<file path="config.mk">
export PLATFORM = sky130hd
export DESIGN_NAME = sinc_decim_filter
export DESIGN_NICKNAME = d
export VERILOG_FILES = /design/src/rtl/sinc_pkg.sv /design/src/rtl/sinc_window_ctrl.sv /design/src/rtl/sinc_integrator.sv /design/src/rtl/sinc_scaler.sv /design/src/rtl/sinc_decim_filter.sv
export SDC_FILE = /design/constraint.sdc
export NUM_CORES = 1
export LEC_CHECK = 0
export BUFFER_PORTS_ARGS = -buffer_cell sky130_fd_sc_hd__buf_2
export CAP_MARGIN = 20
export CORE_MARGIN = 2
export CORE_UTILIZATION = 32
export CTS_BUF_LIST = sky130_fd_sc_hd__clkbuf_8 sky130_fd_sc_hd__clkbuf_16
export CTS_CLUSTER_DIAMETER = 60
export DETAILED_ROUTE_END_ITERATION = 8
export MAX_ROUTING_LAYER = met4
export PLACE_DENSITY = 0.55
export SLEW_MARGIN = 20
export SYNTH_ARGS = -nofsm -noshare
export SYNTH_HDL_FRONTEND = slang
export SYNTH_SLANG_ARGS = --single-unit
</file>
<file path="constraint.sdc">
create_clock -name clk -period 13.1 [get_ports clk]
set_input_delay 1.31 -clock clk [delete_from_list [all_inputs] [get_ports clk]]
set_output_delay 1.31 -clock clk [all_outputs]
set_load 0.01 [all_outputs]
</file>
<file path="src/rtl/sinc_pkg.sv">
package sinc_pkg;
  // Default widths of the filter datapath.
  localparam int unsigned CNT_W  = 16;  // sample and result width
  localparam int unsigned PER_W  = 5;   // window length field width
  localparam int unsigned CUT_W  = 4;   // cutoff code width
  localparam int unsigned STAGES = 2;   // integrator stages available
endpackage

</file>
<file path="src/rtl/sinc_window_ctrl.sv">
module sinc_window_ctrl #(
  parameter int unsigned PER_W = sinc_pkg::PER_W,
  parameter int unsigned CUT_W = sinc_pkg::CUT_W
) (
  input  logic             clk,
  input  logic             rst_n,
  input  logic             enable,
  input  logic             scan_start,
  input  logic             smp_valid,
  input  logic [PER_W-1:0] cfg_last,
  input  logic             cfg_order,
  input  logic [CUT_W-1:0] cfg_cutoff,
  output logic             start_go,
  output logic             acc_step,
  output logic             last_step,
  output logic             busy,
  output logic             active,
  output logic             order_q,
  output logic [CUT_W-1:0] cutoff_q
);
  logic             busy_q, busy_d;
  logic             act_q;
  logic [PER_W-1:0] cnt_q, cnt_d;
  logic [PER_W-1:0] last_q, last_d;
  logic             order_d;
  logic [CUT_W-1:0] cutoff_d;

  // Start, step and end-of-window decode.
  always_comb begin
    start_go  = enable && scan_start;
    acc_step  = enable && busy_q && smp_valid && !scan_start;
    last_step = acc_step && (cnt_q == last_q);
  end

  // Next-state logic.
  always_comb begin
    busy_d   = busy_q;
    cnt_d    = cnt_q;
    last_d   = last_q;
    order_d  = order_q;
    cutoff_d = cutoff_q;
    if (!enable) begin
      busy_d = 1'b0;
    end else if (start_go) begin
      busy_d   = 1'b1;
      cnt_d    = '0;
      last_d   = cfg_last;
      order_d  = cfg_order;
      cutoff_d = cfg_cutoff;
    end else if (last_step) begin
      busy_d = 1'b0;
      cnt_d  = '0;
    end else if (acc_step) begin
      cnt_d = cnt_q + 1'b1;
    end
  end

  always_ff @(posedge clk or negedge rst_n) begin
    if (!rst_n) begin
      busy_q   <= 1'b0;
      act_q    <= 1'b0;
      cnt_q    <= '0;
      last_q   <= '0;
      order_q  <= 1'b0;
      cutoff_q <= '0;
    end else begin
      busy_q   <= busy_d;
      act_q    <= enable;
      cnt_q    <= cnt_d;
      last_q   <= last_d;
      order_q  <= order_d;
      cutoff_q <= cutoff_d;
    end
  end

  assign busy   = busy_q;
  assign active = act_q;

  // the period counter never runs past the captured window.
  assert_window_bound_R1: assert property (@(posedge clk) disable iff (!rst_n)
    busy_q |-> (cnt_q <= last_q));

  // captured configuration is frozen while a window is open.
  assert_cfg_frozen_R7: assert property (@(posedge clk) disable iff (!rst_n)
    (busy_q && enable && !scan_start) |=>
      ($stable(last_q) && $stable(order_q) && $stable(cutoff_q)));
endmodule

</file>
<file path="src/rtl/sinc_integrator.sv">
module sinc_integrator #(
  parameter int unsigned CNT_W  = sinc_pkg::CNT_W,
  parameter int unsigned ACC_W  = 26,
  parameter int unsigned STAGES = sinc_pkg::STAGES,
  localparam int unsigned SEL_W = (STAGES > 1) ? $clog2(STAGES) : 1
) (
  input  logic             clk,
  input  logic             rst_n,
  input  logic             clear,
  input  logic             step,
  input  logic [SEL_W-1:0] stage_sel,
  input  logic [CNT_W-1:0] smp,
  output logic [ACC_W-1:0] sum_next
);
  logic [STAGES-1:0][ACC_W-1:0] nxt_all;

  for (genvar s = 0; s < STAGES; s++) begin : g_stage
    logic [ACC_W-1:0] acc_q, acc_d, feed;
    logic             en;

    if (s == 0) begin : g_head
      assign feed = {{(ACC_W-CNT_W){1'b0}}, smp};
      assign en   = step;
    end else begin : g_tail
      // A later stage integrates the updated output of the stage before it.
      assign feed = nxt_all[s-1];
      assign en   = step && (SEL_W'(s) <= stage_sel);
    end

    always_comb begin
      if (clear)   acc_d = '0;
      else if (en) acc_d = acc_q + feed;
      else         acc_d = acc_q;
    end

    always_ff @(posedge clk or negedge rst_n) begin
      if (!rst_n) acc_q <= '0;
      else        acc_q <= acc_d;
    end

    assign nxt_all[s] = acc_d;
  end

  assign sum_next = nxt_all[stage_sel];
endmodule

</file>
<file path="src/rtl/sinc_scaler.sv">
module sinc_scaler #(
  parameter int unsigned CNT_W = sinc_pkg::CNT_W,
  parameter int unsigned ACC_W = 26,
  parameter int unsigned CUT_W = sinc_pkg::CUT_W,
  localparam int unsigned SH_W = CUT_W - 1
) (
  input  logic             clk,
  input  logic             rst_n,
  input  logic             clear,
  input  logic             load,
  input  logic [ACC_W-1:0] sum,
  input  logic [CUT_W-1:0] cutoff,
  output logic [CNT_W-1:0] result,
  output logic             done,
  output logic             ovf
);
  logic [SH_W-1:0]  sh;
  logic [ACC_W-1:0] scaled;
  logic             sat;
  logic [CNT_W-1:0] res_q, res_d;
  logic             done_q, done_d, ovf_q, ovf_d;

  always_comb begin
    // Upper half of the code space means no division.
    sh     = cutoff[CUT_W-1] ? '0 : cutoff[SH_W-1:0];
    scaled = sum >> sh;
    sat    = |scaled[ACC_W-1:CNT_W];
  end

  always_comb begin
    res_d  = res_q;
    ovf_d  = ovf_q;
    done_d = load;
    if (clear) begin
      ovf_d = 1'b0;
    end else if (load) begin
      res_d = sat ? {CNT_W{1'b1}} : scaled[CNT_W-1:0];
      ovf_d = sat;
    end
  end

  always_ff @(posedge clk or negedge rst_n) begin
    if (!rst_n) begin
      res_q  <= '0;
      done_q <= 1'b0;
      ovf_q  <= 1'b0;
    end else begin
      res_q  <= res_d;
      done_q <= done_d;
      ovf_q  <= ovf_d;
    end
  end

  assign result = res_q;
  assign done   = done_q;
  assign ovf    = ovf_q;

  // the done strobe is a single-cycle pulse.
  assert_done_pulse_R1: assert property (@(posedge clk) disable iff (!rst_n)
    done_q |=> !done_q);

  // the result only moves together with the strobe.
  assert_result_hold_R8: assert property (@(posedge clk) disable iff (!rst_n)
    !done_q |-> $stable(res_q));

  // a new overflow always comes with a saturated result.
  assert_sat_on_ovf_R5: assert property (@(posedge clk) disable iff (!rst_n)
    $rose(ovf_q) |-> (done_q && (res_q == {CNT_W{1'b1}})));
endmodule

</file>
<file path="src/rtl/sinc_decim_filter.sv">
module sinc_decim_filter #(
  parameter int unsigned CNT_W  = sinc_pkg::CNT_W,
  parameter int unsigned PER_W  = sinc_pkg::PER_W,
  parameter int unsigned CUT_W  = sinc_pkg::CUT_W,
  localparam int unsigned ACC_W = CNT_W + 2 * PER_W
) (
  input  logic             clk,
  input  logic             rst_n,
  input  logic             cfg_enable,
  input  logic [PER_W-1:0] cfg_periods,
  input  logic             cfg_second_order,
  input  logic [CUT_W-1:0] cfg_cutoff,
  input  logic             scan_start,
  input  logic             smp_valid,
  input  logic [CNT_W-1:0] smp_count,
  output logic [CNT_W-1:0] result,
  output logic             result_valid,
  output logic             ovf_flag,
  output logic             filt_active,
  output logic             scan_busy
);
  logic             start_go, acc_step, last_step, order_q;
  logic [CUT_W-1:0] cutoff_q;
  logic [ACC_W-1:0] sum_next;

  sinc_window_ctrl #(.PER_W(PER_W), .CUT_W(CUT_W)) i_ctrl (
    .clk        (clk),
    .rst_n      (rst_n),
    .enable     (cfg_enable),
    .scan_start (scan_start),
    .smp_valid  (smp_valid),
    .cfg_last   (cfg_periods),
    .cfg_order  (cfg_second_order),
    .cfg_cutoff (cfg_cutoff),
    .start_go   (start_go),
    .acc_step   (acc_step),
    .last_step  (last_step),
    .busy       (scan_busy),
    .active     (filt_active),
    .order_q    (order_q),
    .cutoff_q   (cutoff_q)
  );

  sinc_integrator #(.CNT_W(CNT_W), .ACC_W(ACC_W), .STAGES(2)) i_integ (
    .clk       (clk),
    .rst_n     (rst_n),
    .clear     (start_go),
    .step      (acc_step),
    .stage_sel (order_q),
    .smp       (smp_count),
    .sum_next  (sum_next)
  );

  sinc_scaler #(.CNT_W(CNT_W), .ACC_W(ACC_W), .CUT_W(CUT_W)) i_scale (
    .clk    (clk),
    .rst_n  (rst_n),
    .clear  (start_go),
    .load   (last_step),
    .sum    (sum_next),
    .cutoff (cutoff_q),
    .result (result),
    .done   (result_valid),
    .ovf    (ovf_flag)
  );

  // an accepted start clears the flag and opens the window.
  assert_start_clears_R6: assert property (@(posedge clk) disable iff (!rst_n)
    (scan_start && cfg_enable) |=> (!ovf_flag && scan_busy && !result_valid));

  // a disabled filter has no open window and produces no result.
  assert_disable_idle_R10: assert property (@(posedge clk) disable iff (!rst_n)
    !cfg_enable |=> (!scan_busy && !result_valid));
endmodule

</file>
# After elaboration in Yosys (flattened, before gate mapping)
# Index checks and enable logic that the tools add are counted.
# word_totals
regBits	87
inputBits	31
output_inout_bits	20
wordCells	49
# op_classes
n_addsub	3
order_cmp	2
n_eq_ne	2
shifts	1
n_mux	16
bitwise_logic	1
n_reduce_logical	13
# ops
operator	n
$mux 26	6
$add 26x16->26	1
$add 26x26->26	1
$shr 26x3->26	1
$mux 16	1
$mux 5	3
$reduce_or 10->1	1
$logic_and 1x1->1	6
$reduce_and 2->1	3
$add 5x1->5 const B	1
$eq 5x5->1	1
$mux 1	5
$mux 3	1
$ne 3x1->1 const B	1
$reduce_bool 3->1	1
$lt 1x2->1 const B	1
$reduce_bool 2->1	1
$le 1x1->1 const A	1
$logic_not 1->1	1
$not 1->1	1

# Longest topological paths before layout
# logic_depth
depth_word	14
ltp_mapped	23
ltp_nobuf	22

# Cells and area by module
# Synthesis repeated with hierarchy kept, for this count alone.
# hier_totals
cells_unflattened	814
area_unflattened_um2	7100.6
# by_module_without_submodules
module	n_inst	cells_each	area_each_um2	seq_area_each_um2
sinc_integrator	1	536	4481.8	1301.2
sinc_scaler	1	214	1824.2	450.4
sinc_window_ctrl	1	64	794.5	425.4

# Least setup slack after synthesis
# Ideal clock, no wire load.
# synth_timing
kind	input to register
from	input port scan_start
to	register i_scale.res_q[1], in the netlist i_scale.result[1]
setup_time_ns	0.124
t_arrival_ns	5.875
t_required_ns	12.976
path_slack_ns	7.101
stages	20
path_buffers	6
cell_sequence	clkbuf_1 > and2_0 > clkbuf_1 > buf_1 > clkbuf_1 > buf_1 > nor2_1 > ha_1 > a21oi_1 > o211ai_2 > a2111oi_4 > o21ai_2 > xor2_1 > nand2_2 > o211a_2 > o21ai_1 > a2111o_1 > a2111oi_4 > buf_6 > a21oi_2
# synth_via
elab_chain_cells	12
elab_cells_between_ends	17
classes_between	add/sub: 1; shift: 1; mux: 7; bitwise: 1; reduce/logical: 7
# synth_rtl
element	line	rtl
start: declaration	sinc_decim_filter.sv:13	input logic scan_start,
$logic_not 1->1	sinc_window_ctrl.sv:31	acc_step = enable && busy_q && smp_valid && !scan_start;
$logic_and 1x1->1	sinc_window_ctrl.sv:31	
$mux 26	sinc_integrator.sv:32	else if (en) acc_d = acc_q + feed;
$mux 26 *	sinc_integrator.sv:31	if (clear) acc_d = '0;
via i_integ.g_stage[0].acc_d[4]	sinc_integrator.sv:18	logic [ACC_W-1:0] acc_q, acc_d, feed;
$add 26x26->26	sinc_integrator.sv:32	
$mux 26	sinc_integrator.sv:32	
$mux 26	sinc_integrator.sv:31	
$mux 26 (implied by the code) * (2 in a row)	sinc_integrator.sv:44	assign sum_next = nxt_all[stage_sel];
$shr 26x3->26 *	sinc_scaler.sv:26	scaled = sum >> sh;
$reduce_or 10->1	sinc_scaler.sv:27	sat = |scaled[ACC_W-1:CNT_W];
$mux 16 *	sinc_scaler.sv:37	res_d = sat ? {CNT_W{1'b1}} : scaled[CNT_W-1:0];
end signal: assignment	sinc_scaler.sv:48	res_q <= res_d;
end: declaration	sinc_scaler.sv:20	logic [CNT_W-1:0] res_q, res_d;
# The timed path passes the listed nets; every way through them passes the cells marked *. The select of a mux whose other input is x is not followed.
# A chain may end at the register's enable or synchronous reset.

# Worst setup path in the final report
# layout_timing
from	input port smp_count[0]
to	register i_scale.res_q[0], in the netlist i_scale.result[0]
# layout_via
elab_chain_cells	11
# layout_rtl
element	line	rtl
start: declaration	sinc_decim_filter.sv:15	input logic [CNT_W-1:0] smp_count,
$add 26x16->26 *	sinc_integrator.sv:32	
$mux 26 *	sinc_integrator.sv:32	
$mux 26 *	sinc_integrator.sv:31	
via i_integ.g_stage[0].acc_d[14]	sinc_integrator.sv:18	
$add 26x26->26 *	sinc_integrator.sv:32	
$mux 26 *	sinc_integrator.sv:32	
$mux 26 *	sinc_integrator.sv:31	
via i_integ.g_stage[1].acc_d[20]	sinc_integrator.sv:18	
$mux 26 (implied by the code) * (2 in a row)	sinc_integrator.sv:44	
$shr 26x3->26 *	sinc_scaler.sv:26	
$reduce_or 10->1	sinc_scaler.sv:27	
$mux 16 *	sinc_scaler.sv:37	
# Marked as above.

==> flow_summary.html <==
<table>
<tr><th>Metric</th><th>Value</th></tr>
<tr><th colspan="2">Run status</th></tr>
<tr><td>Run status</td><td>finished, final reports clean</td></tr>
<tr><th colspan="2">Logic synthesis</th></tr>
<tr><td>Synth cell types</td><td>82</td></tr>
<tr><td>Share of synthesized area spent on multiplexers</td><td>0.04140</td></tr>
<tr><td>Yosys warning total</td><td>0</td></tr>
<tr><td>Number of register bits inferred by synthesis</td><td>87</td></tr>
<tr><td>Synthesized instance count</td><td>891</td></tr>
<tr><td>Post-synthesis cell area</td><td>7163 um^2</td></tr>
<tr><td>Share of the synthesized netlist area taken by xor and xnor gates</td><td>0.05921</td></tr>
<tr><td>Number of flops mapped to enable cells by yosys</td><td>0</td></tr>
<tr><td>Area share of fa/ha/maj cells after synthesis</td><td>0.07895</td></tr>
<tr><td>Mean area per synthesized cell</td><td>8.039 um^2</td></tr>
<tr><td>Async SR Flop Fraction</td><td>1.000</td></tr>
<tr><td>Synthesized-area fraction occupied by ao, oa, aoi and oai cells</td><td>0.2648</td></tr>
<tr><td>Post-synthesis sequential area ratio</td><td>0.3039</td></tr>
<tr><td>Simple-gate share of the synthesized area</td><td>0.2164</td></tr>
<tr><td>Main synth FF type</td><td>dfrtp_1</td></tr>
<tr><td>Number of nets in the synthesized netlist</td><td>966</td></tr>
<tr><td>Largest family of logic cells by synthesized area</td><td>compound AO/OA/AOI/OAI gates</td></tr>
<tr><th colspan="2">Global route</th></tr>
<tr><td>Largest net degree at the start of global routing</td><td>60</td></tr>
<tr><td>Total gr overflow</td><td>0</td></tr>
<tr><td>Wire length of the first global-routing pass</td><td>34980 um</td></tr>
<tr><td>Aggregate global-route resource usage</td><td>0.1899</td></tr>
<tr><td>Vias in the first global route</td><td>6426</td></tr>
<tr><td>Number of antenna violations at the first check in global routing</td><td>0</td></tr>
<tr><th colspan="2">Placement</th></tr>
<tr><td>IO buf count</td><td>50</td></tr>
<tr><td>Post-place setup slack</td><td>6173 ps</td></tr>
<tr><td>Cell count after placement</td><td>1188</td></tr>
<tr><td>Global placement routability congestion</td><td>0.8961</td></tr>
<tr><td>DP HPWL</td><td>15860 um</td></tr>
<tr><th colspan="2">Clocking</th></tr>
<tr><td>Max Root-Sink Buffers</td><td>2</td></tr>
<tr><td>CTS resizes</td><td>0</td></tr>
<tr><td>Num CTS Buffers</td><td>9</td></tr>
<tr><td>Clock Root Buffer</td><td>clkbuf_16</td></tr>
<tr><td>Clock latency on the worst-skew pair</td><td>360 ps</td></tr>
<tr><td>CTS clk-pin slew, worst paths</td><td>80 ps</td></tr>
<tr><td>Post-CTS Hold Fix Bufs</td><td>0</td></tr>
<tr><td>Count of buffers added by post-CTS timing repair for setup</td><td>0</td></tr>
<tr><td>Count of H-tree levels built during CTS</td><td>3</td></tr>
<tr><td>CTS sink count</td><td>87</td></tr>
<tr><td>TritonCTS clock tree</td><td>built</td></tr>
<tr><th colspan="2">Power and ir drop</th></tr>
<tr><td>Switching component of the power</td><td>288.8 uW</td></tr>
<tr><td>Int Power</td><td>508.6 uW</td></tr>
<tr><td>Clk network pwr share</td><td>0.334</td></tr>
<tr><td>Combinational share of power</td><td>0.280</td></tr>
<tr><td>Maximum VDD drop</td><td>0.06265 mV</td></tr>
<tr><td>Leakage power figure</td><td>0.003489 uW</td></tr>
<tr><td>Part of the power in registers</td><td>0.385</td></tr>
<tr><td>Switching Share</td><td>0.3622</td></tr>
<tr><td>Power density of the placed cells</td><td>99.77 nW/um^2</td></tr>
<tr><th colspan="2">STA</th></tr>
<tr><td>RSZ-0062 raised after global routing</td><td>false</td></tr>
<tr><td>Number of hold violations in the final report</td><td>0</td></tr>
<tr><td>Hold slack final</td><td>506.8 ps</td></tr>
<tr><td>Final worst clock skew</td><td>10.47 ps</td></tr>
<tr><td>Setup TNS</td><td>0 ps</td></tr>
<tr><td>Final critical path time including I/O delays and setup</td><td>6686 ps</td></tr>
<tr><td>Worst Tran Pin Value</td><td>994.0 ps</td></tr>
<tr><td>Remaining max-slew budget at the tightest pin</td><td>0.3373</td></tr>
<tr><td>Number of max-slew violations in the final report</td><td>0</td></tr>
<tr><td>Tcrit/Tclk final</td><td>0.5104</td></tr>
<tr><td>Maximum clock frequency</td><td>149.6 MHz</td></tr>
<tr><td>Smallest setup slack after layout</td><td>6414 ps</td></tr>
<tr><td>Final setup violation count</td><td>0</td></tr>
<tr><th colspan="2">Die</th></tr>
<tr><td>Die Height</td><td>153.6 um</td></tr>
<tr><td>Core Area</td><td>21890 um^2</td></tr>
<tr><td>Total Die Area</td><td>23600 um^2</td></tr>
<tr><td>Number of top-level pins</td><td>51</td></tr>
<tr><td>Horizontal die dimension</td><td>153.6 um</td></tr>
<tr><td>Site row count</td><td>54</td></tr>
<tr><td>Initial core utilization</td><td>0.3272</td></tr>
<tr><th colspan="2">Worst setup path</th></tr>
<tr><td>Reg2Reg Capture Point</td><td>i_scale.result[0]</td></tr>
<tr><td>Setup crit start</td><td>smp_count[0]</td></tr>
<tr><td>Flop-to-flop setup slack</td><td>7090 ps</td></tr>
<tr><td>Setup crit end</td><td>i_scale.result[0]</td></tr>
<tr><td>Critical path required time</td><td>13330 ps</td></tr>
<tr><td>Element type at the critical path start</td><td>input pin</td></tr>
<tr><td>Crit Path Max Fanout</td><td>17</td></tr>
<tr><td>Critical setup path kind</td><td>in -&gt; reg</td></tr>
<tr><td>Data arrival, critical path</td><td>6920 ps</td></tr>
<tr><td>Worst setup EP type</td><td>flop</td></tr>
<tr><td>R2r worst-path depth</td><td>23</td></tr>
<tr><td>Reg-to-reg critical path startpoint</td><td>i_integ.g_stage[0].acc_q[0]</td></tr>
<tr><th colspan="2">Layout</th></tr>
<tr><td>Antenna Diode Count</td><td>0</td></tr>
<tr><td>Leading cell type in the layout, fill and taps excluded</td><td>nand2_1</td></tr>
<tr><td>Layout cells sized above 1</td><td>0.1396</td></tr>
<tr><td>Net total in the final layout</td><td>994</td></tr>
<tr><td>Area Overhead vs Synth</td><td>11.58%</td></tr>
<tr><td>Leading cell types in the layout, fill and taps excluded</td><td>132 x nand2_1, 97 x a21oi_1, 93 x nor2_1</td></tr>
<tr><td>Final non-filler cell total</td><td>1204</td></tr>
<tr><th colspan="2">Drt</th></tr>
<tr><td>Starting DRT DRC Count</td><td>599</td></tr>
<tr><td>DR WL/cell</td><td>17.76 um</td></tr>
<tr><td>Final antenna-violating net count</td><td>0</td></tr>
<tr><td>Final wirelength</td><td>21380 um</td></tr>
<tr><td>Vias after detailed routing</td><td>6644</td></tr>
<tr><td>Number of detailed-routing iterations run before antenna repair</td><td>5</td></tr>
<tr><td>Vias per Instance</td><td>5.518</td></tr>
<tr><td>DRC</td><td>0</td></tr>
<tr><th colspan="2">Flow run</th></tr>
<tr><td>Max-cap viol count</td><td>0</td></tr>
<tr><th colspan="2">Worst hold path</th></tr>
<tr><td>Path class of the lowest-slack min-delay path</td><td>reg -&gt; reg</td></tr>
</table>
## synthesized netlist by cell type (3+ instances only)
cell       number  area (um^2)
a2111oi_0       3        26.28
a2111oi_4       3        82.58
a211o_1         3        26.28
a211oi_1       19        142.6
a21boi_0        9        67.56
a21o_1          6        45.04
a21oi_1        97        485.5
a21oi_2        10        87.58
a221oi_1        3        26.28
a22oi_1         3        22.52
a31oi_1         8        50.05
and2_1          8        50.05
and3_1          5        31.28
buf_1          10        37.54
buf_2           4        20.02
clkbuf_1       33        123.9
dfrtp_1        87         2177
ha_1           42        525.5
inv_1          16        60.06
mux2_2          5        56.30
mux2i_1        24        240.2
nand2_1       132        495.5
nand2b_1       13        81.33
nand3_1        34        170.2
nand4_1         8        50.05
nor2_1         93        349.1
nor2b_1         9        56.30
nor3_1         15        75.07
o211ai_1       14        105.1
o211ai_2        3        37.54
o21ai_0        49        245.2
o21ai_1         7        35.03
o21bai_1        4        30.03
o22ai_1         7        43.79
o311ai_0        3        26.28
o31ai_1         3        22.52
xnor2_1        24        210.2
xor2_1         20        175.2
## logic make-up after synthesis
family	after synthesis
AND/OR/NAND/NOR	340
AO/OA/AOI/OAI	281
flip-flops	87
buffers and inverters	64
XOR/XNOR	46
adder cells (fa/ha/maj)	44
multiplexers	29
## through the flow
stage                 util  instance area (um^2)  total power, uW
finish              0.3651                  7993            797.5
global route        0.3651                  7993            841.7
CTS                 0.3651                  7993            804.8
detailed placement  0.3515                  7695            535.1
global placement    0.3515                  7695            534.2
floorplan                -                  7163            460.4
## critical path, stage by stage
cell and delay (ps):
buf_2 80, ha_1 170, inv_1 60, fa_1 420
nand2b_1 190, a21oi_1 270, o21ai_1 250, nor2b_1 220
a211o_1 290, xor2_1 180, a211oi_1 370, ha_1 370
nand2_1 170, o21ai_0 220, a211oi_1 390, o21bai_1 160
xor2_1 190, nand2_1 80, nand2_1 110, a21o_1 180
a2111o_1 430, a2111oi_4 370, buf_4 320, a21oi_1 90
## registers in the layout, summed over array words and instances (netlist names)
name,flops
i_scale.done,1
i_ctrl.cutoff_q,4
i_ctrl.active,1
i_ctrl.cnt_q,5
i_scale.result,16
i_scale.ovf,1
i_integ.g_stage.acc_q,52
i_ctrl.last_q,5
i_ctrl.order_q,1
i_ctrl.busy,1
## worst min-delay path by stage
stage | from | to | depth (start not counted)
final | i_ctrl.last_q[3] | i_ctrl.last_q[3] | 2
after global routing | i_ctrl.cutoff_q[2] | i_ctrl.cutoff_q[2] | 2
after CTS | i_ctrl.cutoff_q[2] | i_ctrl.cutoff_q[2] | 2
after detailed placement | i_ctrl.cutoff_q[0] | i_ctrl.cutoff_q[0] | 2
after global placement | i_ctrl.cutoff_q[2] | i_ctrl.cutoff_q[2] | 2
after floorplan | i_ctrl.cutoff_q[0] | i_ctrl.cutoff_q[0] | 2
## final cells by class
type / count / area [um^2]
Clock inverter: 7 / 72.57
Fill cell: 2316 / 13900
Inverter: 16 / 60.06
Tap cell: 280 / 350.3
Multi-Input combinational cell: 740 / 4742
Clock buffer: 9 / 225.2
Sequential cell: 87 / 2177
Timing Repair Buffer: 65 / 365.4
## power groups by stage
stage                     sequential [uW]  clock [uW]  combinational [uW]
after floorplan                       318           0                 142
after global placement                312           0                 222
after detailed placement              313           0                 222
after CTS                             308         274                 223
after global routing                  311         283                 248
final                                 307         267                 224
## layer usage
layer,track usage,routed length (um)
met5,-,0
met4,0.05374,312
met3,0.02480,1156
met2,0.2840,9384
met1,0.2695,10530
Power figures use the tool's default switching activity.
